## config.mk

```make
export PLATFORM = sky130hd
export DESIGN_NAME = cmp_change_irq
export DESIGN_NICKNAME = d
export VERILOG_FILES = /design/src/rtl/cmp_irq_pkg.sv /design/src/rtl/cmp_irq_dpath.sv /design/src/rtl/cmp_irq_ctrl.sv /design/src/rtl/cmp_change_irq.sv
export SDC_FILE = /design/constraint.sdc
export NUM_CORES = 1
export LEC_CHECK = 0
export BUFFER_PORTS_ARGS = -buffer_cell sky130_fd_sc_hd__buf_2
export CAP_MARGIN = 20
export CORE_MARGIN = 3
export CORE_UTILIZATION = 40
export CTS_CLUSTER_SIZE = 24
export DETAILED_ROUTE_END_ITERATION = 12
export GPL_TIMING_DRIVEN = 0
export HOLD_SLACK_MARGIN = 0.15
export PLACE_DENSITY = 0.73
export SYNTH_ARGS = -nofsm -noshare
export SYNTH_HDL_FRONTEND = slang
export SYNTH_SLANG_ARGS = --single-unit
```

## constraint.sdc

```tcl
create_clock -name clk -period 4.33 [get_ports clk]
set_input_delay 1.0825 -clock clk [delete_from_list [all_inputs] [get_ports clk]]
set_output_delay 1.0825 -clock clk [all_outputs]
set_load 0.02 [all_outputs]
```

## src/rtl/cmp_irq_pkg.sv

```systemverilog
package cmp_irq_pkg;

  // register addresses
  localparam logic STAT_ADDR = 1'b0;
  localparam logic CNT_ADDR  = 1'b1;

  // status/control register bit positions
  localparam int BIT_ON  = 0;
  localparam int BIT_IE  = 1;
  localparam int BIT_POL = 2;
  localparam int BIT_RES = 3;
  localparam int BIT_FLG = 4;

  // strobes from control to datapath
  typedef struct packed {
    logic loadTimer;
    logic capture;
    logic cmpOn;
    logic polSel;
  } dpStrobe_t;

endpackage

```

## src/rtl/cmp_irq_dpath.sv

```systemverilog
module cmp_irq_dpath
  import cmp_irq_pkg::*;
#(
  parameter int CNT_W       = 8,
  parameter int SYNC_STAGES = 2
) (
  input  logic             clk,
  input  logic             rstN,
  input  logic             cmpIn,
  input  dpStrobe_t        strb,
  input  logic [CNT_W-1:0] convCount,
  output logic             resultBit,
  output logic             mismatch
);

  localparam int LAST = SYNC_STAGES - 1;

  logic [SYNC_STAGES-1:0] syncQ;
  logic [CNT_W-1:0]       timerQ;
  logic                   latchQ;
  logic                   levelNow;

  // synchronizer chain, one flop per stage
  genvar gi;
  generate
    for (gi = 0; gi < SYNC_STAGES; gi++) begin : g_sync
      if (gi == 0) begin : g_first
        always_ff @(posedge clk or negedge rstN) begin
          if (!rstN) syncQ[gi] <= 1'b0;
          else       syncQ[gi] <= cmpIn;
        end
      end else begin : g_next
        always_ff @(posedge clk or negedge rstN) begin
          if (!rstN) syncQ[gi] <= 1'b0;
          else       syncQ[gi] <= syncQ[gi-1];
        end
      end
    end
  endgenerate

  // stabilization timer
  always_ff @(posedge clk or negedge rstN) begin
    if (!rstN)                timerQ <= '0;
    else if (strb.loadTimer)  timerQ <= convCount;
    else if (!strb.cmpOn)     timerQ <= '0;
    else if (timerQ != '0)    timerQ <= timerQ - 1'b1;
  end

  assign levelNow  = syncQ[LAST] ^ strb.polSel;
  assign resultBit = strb.cmpOn && (timerQ == '0) && levelNow;

  // snapshot latch refreshed on every status read
  always_ff @(posedge clk or negedge rstN) begin
    if (!rstN)             latchQ <= 1'b0;
    else if (strb.capture) latchQ <= resultBit;
  end

  assign mismatch = latchQ ^ resultBit;


  timer_mask_chk: assert property (@(posedge clk) disable iff (!rstN)
    (strb.loadTimer && convCount != '0) |=> !resultBit);


  latch_capture_chk: assert property (@(posedge clk) disable iff (!rstN)
    strb.capture |=> (latchQ == $past(resultBit)));


  off_zero_chk: assert property (@(posedge clk) disable iff (!rstN)
    !strb.cmpOn |-> !resultBit);

endmodule

```

## src/rtl/cmp_irq_ctrl.sv

```systemverilog
module cmp_irq_ctrl
  import cmp_irq_pkg::*;
#(
  parameter int DATA_W = 8,
  parameter int CNT_W  = 8
) (
  input  logic              clk,
  input  logic              rstN,
  input  logic              regAddr,
  input  logic              regWr,
  input  logic              regRd,
  input  logic [DATA_W-1:0] wrData,
  input  logic              resultBit,
  input  logic              mismatch,
  output dpStrobe_t         strb,
  output logic [CNT_W-1:0]  convCount,
  output logic [DATA_W-1:0] rdData,
  output logic              irqOut
);

  logic onQ, ieQ, polQ, armQ, flagQ, seenQ;
  logic [CNT_W-1:0] cntQ;
  logic statWr, statRd, cntWr;
  logic flagSet, flagClr;
  logic [DATA_W-1:0] statWord;

  assign statWr = regWr && (regAddr == STAT_ADDR);
  assign cntWr  = regWr && (regAddr == CNT_ADDR);
  assign statRd = regRd && (regAddr == STAT_ADDR);

  // control bits
  always_ff @(posedge clk or negedge rstN) begin
    if (!rstN) begin
      onQ  <= 1'b0;
      ieQ  <= 1'b0;
      polQ <= 1'b0;
    end else if (statWr) begin
      onQ  <= wrData[BIT_ON];
      ieQ  <= wrData[BIT_IE];
      polQ <= wrData[BIT_POL];
    end
  end

  always_ff @(posedge clk or negedge rstN) begin
    if (!rstN)      cntQ <= '0;
    else if (cntWr) cntQ <= wrData[CNT_W-1:0];
  end

  // internal arm: set by a status read while enabled, dropped with enable
  always_ff @(posedge clk or negedge rstN) begin
    if (!rstN)                          armQ <= 1'b0;
    else if (statWr && !wrData[BIT_IE]) armQ <= 1'b0;
    else if (!ieQ)                      armQ <= 1'b0;
    else if (statRd)                    armQ <= 1'b1;
  end

  // read-as-one tracker for flag clearing
  always_ff @(posedge clk or negedge rstN) begin
    if (!rstN)                seenQ <= 1'b0;
    else if (statWr)          seenQ <= 1'b0;
    else if (statRd && flagQ) seenQ <= 1'b1;
  end

  assign flagSet = armQ && mismatch;
  assign flagClr = statWr && !wrData[BIT_FLG] && seenQ;

  always_ff @(posedge clk or negedge rstN) begin
    if (!rstN)        flagQ <= 1'b0;
    else if (flagSet) flagQ <= 1'b1;
    else if (flagClr) flagQ <= 1'b0;
  end

  always_comb begin
    strb.loadTimer = statWr && wrData[BIT_ON] && !onQ;
    strb.capture   = statRd;
    strb.cmpOn     = onQ;
    strb.polSel    = polQ;
  end

  assign convCount = cntQ;

  always_comb begin
    statWord          = '0;
    statWord[BIT_ON]  = onQ;
    statWord[BIT_IE]  = ieQ;
    statWord[BIT_POL] = polQ;
    statWord[BIT_RES] = resultBit;
    statWord[BIT_FLG] = flagQ;
  end

  assign rdData = (regAddr == STAT_ADDR) ? statWord : DATA_W'(cntQ);
  assign irqOut = flagQ && armQ;


  arm_on_read_chk: assert property (@(posedge clk) disable iff (!rstN)
    $rose(armQ) |-> $past(statRd));


  flag_set_chk: assert property (@(posedge clk) disable iff (!rstN)
    (armQ && mismatch) |=> flagQ);


  flag_sticky_chk: assert property (@(posedge clk) disable iff (!rstN)
    (flagQ && !statWr) |=> flagQ);


  clear_needs_read_chk: assert property (@(posedge clk) disable iff (!rstN)
    $fell(flagQ) |-> $past(seenQ));


  ie_drop_chk: assert property (@(posedge clk) disable iff (!rstN)
    (statWr && !wrData[BIT_IE]) |=> !irqOut);

endmodule

```

## src/rtl/cmp_change_irq.sv

```systemverilog
module cmp_change_irq
  import cmp_irq_pkg::*;
#(
  parameter int DATA_W      = 8,
  parameter int CNT_W       = 8,
  parameter int SYNC_STAGES = 2
) (
  input  logic              clk,
  input  logic              rstN,
  input  logic              cmpIn,
  input  logic              regAddr,
  input  logic              regWr,
  input  logic              regRd,
  input  logic [DATA_W-1:0] wrData,
  output logic [DATA_W-1:0] rdData,
  output logic              irqOut
);

  dpStrobe_t        strb;
  logic [CNT_W-1:0] convCount;
  logic             resultBit;
  logic             mismatch;

  cmp_irq_ctrl #(.DATA_W(DATA_W), .CNT_W(CNT_W)) u_ctrl (
    .clk       (clk),
    .rstN      (rstN),
    .regAddr   (regAddr),
    .regWr     (regWr),
    .regRd     (regRd),
    .wrData    (wrData),
    .resultBit (resultBit),
    .mismatch  (mismatch),
    .strb      (strb),
    .convCount (convCount),
    .rdData    (rdData),
    .irqOut    (irqOut)
  );

  cmp_irq_dpath #(.CNT_W(CNT_W), .SYNC_STAGES(SYNC_STAGES)) u_dpath (
    .clk       (clk),
    .rstN      (rstN),
    .cmpIn     (cmpIn),
    .strb      (strb),
    .convCount (convCount),
    .resultBit (resultBit),
    .mismatch  (mismatch)
  );

endmodule

```

==> results of run 1 <==
==> state kept, by name (all words and copies together), names as in the netlist <==
register	count
u_ctrl.flagQ	1
u_ctrl.armQ	1
u_ctrl.polQ	1
u_ctrl.onQ	1
u_dpath.latchQ	1
u_dpath.timerQ	8
u_ctrl.convCount	8
u_dpath.syncQ	2
u_ctrl.ieQ	1
u_ctrl.seenQ	1
==> through the flow <==
step           worst slack, ps  total power, W  cell area (um^2)  cells  hold slack (ps)
6_report                  1250        0.000727              1460    173              367
3_5_place_dp              1240        0.000630              1430    169              341
4_1_cts                   1240        0.000733              1460    173              371
2_1_floorplan             1600        0.000558              1260    105              331
5_1_grt                   1150        0.000790              1460    173              390
3_3_place_gp              1260        0.000616              1430    169              332
==> worst max-delay path, delay by kind of cell <==
kind / cells / cell delay [ps]
buffers and inverters: 3 / 560
muxes: 1 / 360
==> layout by cell type (no fill, tap or decap), drive strengths merged <==
cell,synthesis,layout
nor4bb,1,1
nor4,1,1
nand3b,1,1
nor3,2,2
a21oi,4,4
clkinv,0,1
a21o,1,1
clkbuf,2,5
inv,5,5
nor2,6,6
nand3,3,3
buf,2,24
a22o,1,1
nand2b,1,1
xnor2,1,1
mux2,16,16
a221oi,2,2
nor3b,2,2
nor2b,2,2
a32oi,1,1
ha,2,2
nand2,7,7
mux2i,1,1
and2,5,5
dfrtp,25,25
xor2,4,4
a22oi,3,3
o21ai,1,1
nand4b,1,1
o221a,1,1
a31oi,1,1
==> per-layer routing <==
metal | global-route usage, % | routed length, um | vias to the layer above
met5 | 0 | 0 | -
met4 | 3.31 | 10 | 0
met3 | 2.16 | 73 | 2
met2 | 24.3 | 1260 | 14
met1 | 19.5 | 1140 | 450
li1 | - | - | 423
==> power groups by stage <==
stage	clock [W]	sequential, W	combinational (W)
floorplan	0	0.000334	0.000224
global placement	0	0.000345	0.000271
detailed placement	0	0.000349	0.000282
CTS	0.000106	0.000344	0.000283
global route	0.000119	0.000352	0.000319
finish	0.000102	0.000345	0.000280
==> cells by family after synthesis <==
kind of cell,after synthesis,share of synthesized area [%]
compound gates,15,10.1
xor+xnor,5,3.46
fa+ha+maj,2,1.98
buf+inv,9,3.36
flops,25,49.5
mux,17,15.0
simple gates,32,16.6
==> worst min path at each step <==
| stage | start | to | slack (ps) |
|---|---|---|---|
| 6_report | u_dpath.syncQ[0] | u_dpath.syncQ[1] | 370 |
| 5_1_grt | u_dpath.syncQ[0] | u_dpath.syncQ[1] | 390 |
| 4_1_cts | u_dpath.syncQ[0] | u_dpath.syncQ[1] | 370 |
| 3_5_place_dp | u_dpath.syncQ[0] | u_dpath.syncQ[1] | 340 |
| 3_3_place_gp | u_dpath.syncQ[0] | u_dpath.syncQ[1] | 330 |
| 2_1_floorplan | u_dpath.syncQ[0] | u_dpath.syncQ[1] | 330 |
==> area by class of cell <==
class	instances	area [um^2]
fillers	275	1420
flip-flops and latches	25	626
multi-input cells	71	597
repair buffers	22	110
well taps	42	52.6
plain buffers	4	23.8
clock buffers	3	22.5
inverters	5	18.8
clock inverters	1	5.00
==> metrics, run 1 <==
status complete, no violations; Die Y slightly above 60 um; Pwr Density 500 nW/um^2; CTS Hold Buffers Added 0; grt ovf 0; post-synth top area cell dfrtp_1; worst r2r src u_dpath.timerQ[0]; sequential share of the synthesized area roughly half; maximum buffer depth of the clock tree 2; Internal Dissipation about 0.00046 W; GP Congestion between 0.8 and 0.9; Hold Path Depth 0; Startpoint Class input pin; Final #Nets between 100 and 150; via count between 800 and 900; floorplan row count 19; # IOs 23; crit path max fanout 10; clock latency on the worst-skew pair just over 300 ps; DRT antenna net count 0; top cell type's share of synthesized area between 40% and 50%; post-synth cell types 37; EDFF count, synth 0; first-pass GRT wire length ~4600 um; IO buf count 22; CP Class input pin to output pin; Yosys reg bits 25; largest net degree at the start of global routing 26; Worst path max stage delay ~360 ps; Crit-path slowest cell mux2_2; CP Capture Type output pin; Synth warnings 0; Final TNS setup 0 ps; DRT Pass-1 Iters 4; share of layout cells above drive strength 1 between 30% and 40%; arrival time worst endpoint about 2000 ps; DRT Wirelength about 2500 um; Setup violations, final 0; CTS tree done; path type of the worst min-delay path flip-flop to flip-flop; Clock transition at path regs 130 ps; DRT iter0 DRCs 25; Final Util between 50 and 60%; crit path capture rdData[4]; CTS sink cnt 25; root buf cell clkbuf_4; Synth area leaders dfrtp_1 (49%), mux2_1 (9.8%), mux2_2 (4.5%); detailed placement HPWL about 1900 um; P_leak 0.667 nW; cts repair resizes 0; CP cell instances buf_2 > buf_2 > mux2_2 > buf_2; initial antenna violation count 0; RSZ-0062 raised after global routing no; initial core utilization a little over two fifths; Final period util between 70% and 80%; setup slack, reg-to-reg around 2500 ps; cells after synthesis 105; combinational power share approximately two fifths; Psw 0.000268 W; Top FF cell, synth dfrtp_1; worst reg2reg path depth 6; CTS Buf Count 3; Syn Nets 121; fmax between 0.3 and 0.4 GHz; worst clock skew between 10 and 15 ps; Worst Max-Slew Pin Slew about 550 ps; switch share 36.9%; Total Die Area 3870 um^2; peak supply drop around 260 uV; ANT cells 0; DRC 0; die width just over 60 um; syn avg cell area approximately 12 um^2; postcts setup bufs 0; top-count cell post-synth dfrtp_1; min Tclk post-route slightly above 3000 ps; vias in the first global route 961; total core area around 2900 um^2; Post-synth top cells dfrtp_1 (25), mux2_1 (11), nand2_1 (6), nor2_1 (6); r2r endpoint u_dpath.timerQ[6]; relative slew slack between 60% and 70%; Reg power frac a little under half; final hold vios 0; area added between synthesis and finish 15.0%; GR Util All Layers 14.4%; share of flip-flops with an asynchronous set or reset 100%; CTS H-Tree Depth 1; Mapped Area 1260 um^2; vias per cell 5.14; WP data required between 3000 and 4000 ps; clock power share 14.0%; Slew Viols, Final 0; WL/cell ~14 um; Max Cap Viol 0; CP dominant cell by count buf_2; CP Launch Point regAddr
Power figures use the tool's default switching activity.
==> run 2, diff against run 1 <==
- ABC_AREA: default -> 1
- PLACE_DENSITY: 0.73 -> 0.75
- clock period: 4.33 -> 2.68 ns (I/O delays scaled with it)
==> metrics, run 2 <==
status complete, no violations; Post-Place Setup Slack slightly above 600 ps; grt ovf 0; top cell type's share of synthesized area around half; WL met3 around 54 um; P_leak 0.776 nW; maximum buffer depth of the clock tree 2; syn avg cell area approximately 8.1 um^2; worst reg2reg path depth 7; CP Class flip-flop to output pin; combinational power share 40.6%; largest net degree at the start of global routing 26; vias per cell ~4.8; CTS Buf Count 3; Reg power frac a little under half; Internal Dissipation between 0.0007 and 0.0008 W; switch share between 40 and 50%; worst clock skew 7.18 ps; clock latency on the worst-skew pair 320 ps; relative slew slack between 60 and 70%; total core area ~2900 um^2; Pwr Density just over 800 nW/um^2; most frequent cells in the layout nand2_1 (43), dfrtp_1 (25), inv_1 (23), buf_2 (23); cts repair resizes 0; worst setup margin ~260 ps; r2r endpoint u_dpath.timerQ[3]; Max Cap Viol 0; DRT Pass-1 Iters 4; Final #Nets 200; peak supply drop ~390 uV; initial core utilization 44.1%; CTS sink cnt 25; Startpoint Class flip-flop; wire length on met1 1140 um; setup slack, reg-to-reg between 1000 and 1500 ps; sequential share of the synthesized area between 40% and 50%; Final period util about nine tenths; Synth area leaders dfrtp_1 (49%), nand2_1 (13%), inv_1 (6.8%); Syn Nets ~170; root buf cell clkbuf_4; Final TNS setup 0 ps; Yosys reg bits 25; first-pass GRT wire length approximately 4400 um; Post-synth top cells nand2_1 (43), dfrtp_1 (25), inv_1 (23); post-synth cell types 23; met2 routed WL 1250 um; GR Util All Layers roughly 14%; fmax between 0.4 and 0.5 GHz; EDFF count, synth 0; Mapped Area about 1300 um^2; Synth warnings 0; DRT antenna net count 0; CTS Hold Buffers Added 0; detailed placement HPWL approximately 2000 um; Total Die Area 3910 um^2; cells after synthesis 157; initial antenna violation count 0; floorplan row count 19; Top FF cell, synth dfrtp_1; DRT Wirelength ~2500 um; CTS tree done; Final Util between 50% and 60%; WP data required roughly 2000 ps; top-count cell post-synth nand2_1; share of layout cells above drive strength 1 19.7%; WL/cell approximately 11 um; RSZ-0062 raised after global routing no; Setup violations, final 0; CTS H-Tree Depth 1; commonest non-fill, non-tap cell in the layout nand2_1; path type of the worst min-delay path input pin to asynchronous set/reset pin; crit path max fanout 4; share of flip-flops with an asynchronous set or reset between 90% and 100%; DRT iter0 DRCs 14; IO buf count 22; Slew Viols, Final 0; ANT cells 0; Top Metal Used met4; DRC 0; post-synth top area cell dfrtp_1; clock power share between 10% and 20%; Clock transition at path regs 130 ps; # fillers a little under 300; area added between synthesis and finish 14.9%; Psw 0.000489 W; GP Congestion 0.813; die width roughly 63 um; postcts setup bufs 0; Die Y ~63 um; arrival time worst endpoint around 1800 ps; vias in the first global route about 1100; worst r2r src u_dpath.timerQ[0]; # IOs 23; via count approximately 1100; final hold vios 0; CP Capture Type output pin; Worst Max-Slew Pin Slew about 530 ps; min Tclk post-route ~2400 ps
-- run 2: area by class of cell --
class	instances	area [um^2]	share of cell area (%)
repair buffers	22	110	7.50
plain buffers	2	12.5	0.852
inverters	26	98.8	6.73
clock inverters	1	5.00	0.341
flip-flops and latches	25	626	42.6
multi-input cells	104	542	36.9
well taps	42	52.6	3.58
clock buffers	3	22.5	1.53
-- run 2: worst max-delay path, cell delays in order (launching register included) --
cell and delay, ps:
dfrtp_1 430, inv_1 120, ha_1 180, nand3_2 80
nor2_2 140, nand3_1 140, o21ai_1 160, buf_2 180
-- run 2: metal layers --
| layer | vias to the layer above | GRT usage [%] |
|---|---|---|
| li1 | 550 | - |
| met1 | 506 | 16.5 |
| met2 | 16 | 25.2 |
| met3 | 5 | 1.08 |
| met4 | 0 | 5.79 |
| met5 | - | 0 |
-- run 2: how the worst max path moves through the flow --
| stage | startpoint | end | slack (ps) | cells past startpoint |
|---|---|---|---|---|
| detailed placement | regAddr | rdData[3] | 620 | 5 |
| floorplan | regAddr | rdData[0] | 690 | 2 |
| global route | u_dpath.timerQ[0] | rdData[3] | 110 | 7 |
| finish | u_dpath.timerQ[0] | rdData[3] | 260 | 7 |
| CTS | u_dpath.timerQ[0] | rdData[3] | 240 | 7 |
| global placement | regAddr | rdData[3] | 630 | 5 |
-- run 2: kinds of logic (layout without fill, tap and decap cells) --
group                      count (synthesis)  count (layout)  synth area share, %
AOI/OAI and AO/OA                         25              25                 10.4
adders and majority gates                  2               2                 1.96
buffers and inverters                     28              54                 8.71
DFF                                       25              25                 48.9
muxes                                      7               7                 6.16
and+or+nand+nor                           70              70                 23.9
-- run 2: per-stage QoR --
stage	cells	hold WS, ps	instance area [um^2]	total power, W
6_report	225	307	1470	0.00120
5_1_grt	225	329	1470	0.00130
4_1_cts	225	323	1470	0.00120
3_5_place_dp	221	340	1440	0.00104
3_3_place_gp	221	332	1440	0.00103
2_1_floorplan	157	331	1280	0.000913
-- run 2: power groups by stage --
stage	Combinational [W]	Sequential, W	Clock, W
3_3_place_gp	0.000477	0.000550	0
4_1_cts	0.000489	0.000545	0.000171
6_report	0.000485	0.000544	0.000166
2_1_floorplan	0.000379	0.000534	0
5_1_grt	0.000562	0.000557	0.000185
3_5_place_dp	0.000487	0.000553	0
==> run 3, diff against run 2 <==
- PLACE_DENSITY: 0.75 -> 0.7
- SYNTH_HIERARCHICAL: default -> 1
==> metrics, run 3 <==
clock power share about an eighth; clock latency on the worst-skew pair ~320 ps; root buf cell clkbuf_4; DRC 0; Crit-path slowest cell dfrtp_1; Worst path max stage delay ~400 ps; Syn Nets ~210; Placed Area ~1600 um^2; initial core utilization a little over two fifths; EDFF count, synth 0; final hold vios 0; post-synth top area cell dfrtp_1; grt ovf 0; hold_ws about 320 ps; # fillers 358; Top FF cell, synth dfrtp_1; cells after synthesis around 190; Synth area leaders dfrtp_1 (43%), nand2_1 (18%), inv_1 (6.2%); Total Die Area ~4400 um^2; fmax a little over 0.4 GHz; CTS H-Tree Depth 1; Synth warnings 6; DRT Wirelength roughly 2600 um; initial antenna violation count 0; detailed placement HPWL slightly above 2000 um; CP cell instances inv_2 > ha_1 > inv_1 > nor2_1 > nand2_1 > nor2_8 > nand2_4 > clkinv_2 > nand2_1 > nand2_1 > buf_2; Clock transition at path regs between 100 and 150 ps; CTS tree done; die width around 66 um; area added between synthesis and finish 12.7%; maximum buffer depth of the clock tree 2; CP dominant cell by count nand2_1; peak supply drop about 430 uV; Final period util between 90% and 100%; combinational power share 45.9%; CTS Buf Count 3; share of layout cells above drive strength 1 22.8%; sequential share of the synthesized area between 40% and 50%; Reg power frac around two fifths; min Tclk post-route approximately 2500 ps; vias per cell roughly 4.6; DRT iter0 DRCs 59; Slew Viols, Final 0; CP top delay family simple AND/OR/NAND/NOR gates; # IOs 23; crit path max fanout 5; switch share between 40% and 50%; Mapped Area about 1500 um^2; Setup violations, final 0; total core area roughly 3400 um^2; Startpoint Class flip-flop; IO buf count 20; syn avg cell area around 7.6 um^2; Internal Dissipation between 0.0007 and 0.0008 W; share of flip-flops with an asynchronous set or reset 100%; relative slew slack between 60% and 70%; via count between 1000 and 1500; Worst Max-Slew Pin Slew 562 ps; arrival time worst endpoint 1800 ps; Psw ~0.00058 W; CP Capture Type output pin; CTS Hold Buffers Added 0; Final Util a little under half; status complete, no violations; DRT Pass-1 Iters 4; worst r2r src u_dpath/timerQ[0]; DRT antenna net count 0; most frequent cells in the layout nand2_1 (70), dfrtp_1 (25), inv_1 (23); top-count cell post-synth nand2_1; largest net degree at the start of global routing 26; path type of the worst min-delay path input pin to asynchronous set/reset pin; Placed Instances roughly 260; Final TNS setup 0 ps; CP Class flip-flop to output pin; GP Congestion approximately 0.80; Yosys reg bits 25; Max Cap Viol 0; Final Non-Filler Cells ~260; commonest non-fill, non-tap cell in the layout nand2_1; first-pass GRT wire length around 4600 um; WP data required between 2000 and 2500 ps; ANT cells 0; vias in the first global route 1110; Post-synth top cells nand2_1 (70), dfrtp_1 (25), inv_1 (24); post-synth cell types 27; P_leak about 0.94 nW; Design Area, Final roughly 1600 um^2; crit path buf inv count 4; CP Launch Point u_dpath/timerQ[0]; CTS sink cnt 25; WL/cell slightly above 10 um; floorplan row count 21; GR Util All Layers roughly 14%; Final #Nets between 200 and 250; top cell type's share of synthesized area 43.1%; Pwr Density 822 nW/um^2; RSZ-0062 raised after global routing no; worst clock skew roughly 3.1 ps; Die Y around 66 um
==> run 3: cell types whose count changed in the layout (fill, tap and decap cells not counted), moves of 3 or more <==
cell	previous run	this run
a21oi_1	8	2
buf_6	0	3
mux2_1	7	0
nand2_1	43	70
nand2_4	0	3
nand3_1	10	15
nor2_1	10	13
o21ai_0	10	5
==> run 3: metal layers <==
| metal | GRT usage (%) | vias up | share of wire, % |
|---|---|---|---|
| li1 | - | 625 | - |
| met1 | 17.5 | 550 | 47 |
| met2 | 22.6 | 24 | 47 |
| met3 | 1.87 | 5 | 4.2 |
| met4 | 6.09 | 0 | 1.9 |
| met5 | 0 | - | 0 |
==> run 3: power groups by stage <==
stage	Sequential (W)	Combinational, W	Clock, W
after CTS	0.000559	0.000625	0.000176
after global routing	0.000576	0.000704	0.000187
after global placement	0.000563	0.000613	0
after detailed placement	0.000566	0.000625	0
after floorplan	0.000544	0.000513	0
final	0.000560	0.000617	0.000168
==> run 3: stage by stage <==
stage	setup slack, ps	power (W)
6_report	211	0.00134
2_1_floorplan	683	0.00106
3_5_place_dp	509	0.00119
3_3_place_gp	506	0.00118
4_1_cts	127	0.00136
5_1_grt	58.0	0.00147
==> run 3: final timing paths <==
check | endpoint | slack [ps] | depth (start not counted)
worst max-delay path | rdData[3] | 210 | 11
worst min-delay path | u_ctrl/convCount[6] | 320 | 1
worst max register to register | u_ctrl/flagQ | 1210 | 11
worst min register to register | u_dpath/syncQ[1] | 360 | 0
max in group asynchronous | u_ctrl/seenQ | 1990 | 1
min in group clk | u_dpath/syncQ[1] | 360 | 0
==> run 3: area by class of cell <==
cell class	count	area (um^2)	share of cell area, %
Clock buffer	4	26.3	1.61
Timing Repair Buffer	20	100	6.12
Buffer	7	61.3	3.75
Inverter	27	105	6.43
Tap cell	46	57.6	3.52
Sequential cell	25	626	38.3
Multi-Input combinational cell	132	659	40.3
==> run 3: logic make-up after synthesis <==
| kind of cell | count (synthesis) | share of synthesized area, % |
|---|---|---|
| simple gates | 114 | 36.6 |
| flops | 25 | 43.1 |
| buf+inv | 34 | 11.5 |
| fa+ha+maj | 2 | 1.72 |
| compound gates | 13 | 5.35 |
| xor+xnor | 3 | 1.81 |
==> run 3: repair_timing <==
action / CTS / global route
buffers inserted: 0 / 0
endpoints found under the setup margin: 0 / 1
resized for setup: 0 / 1
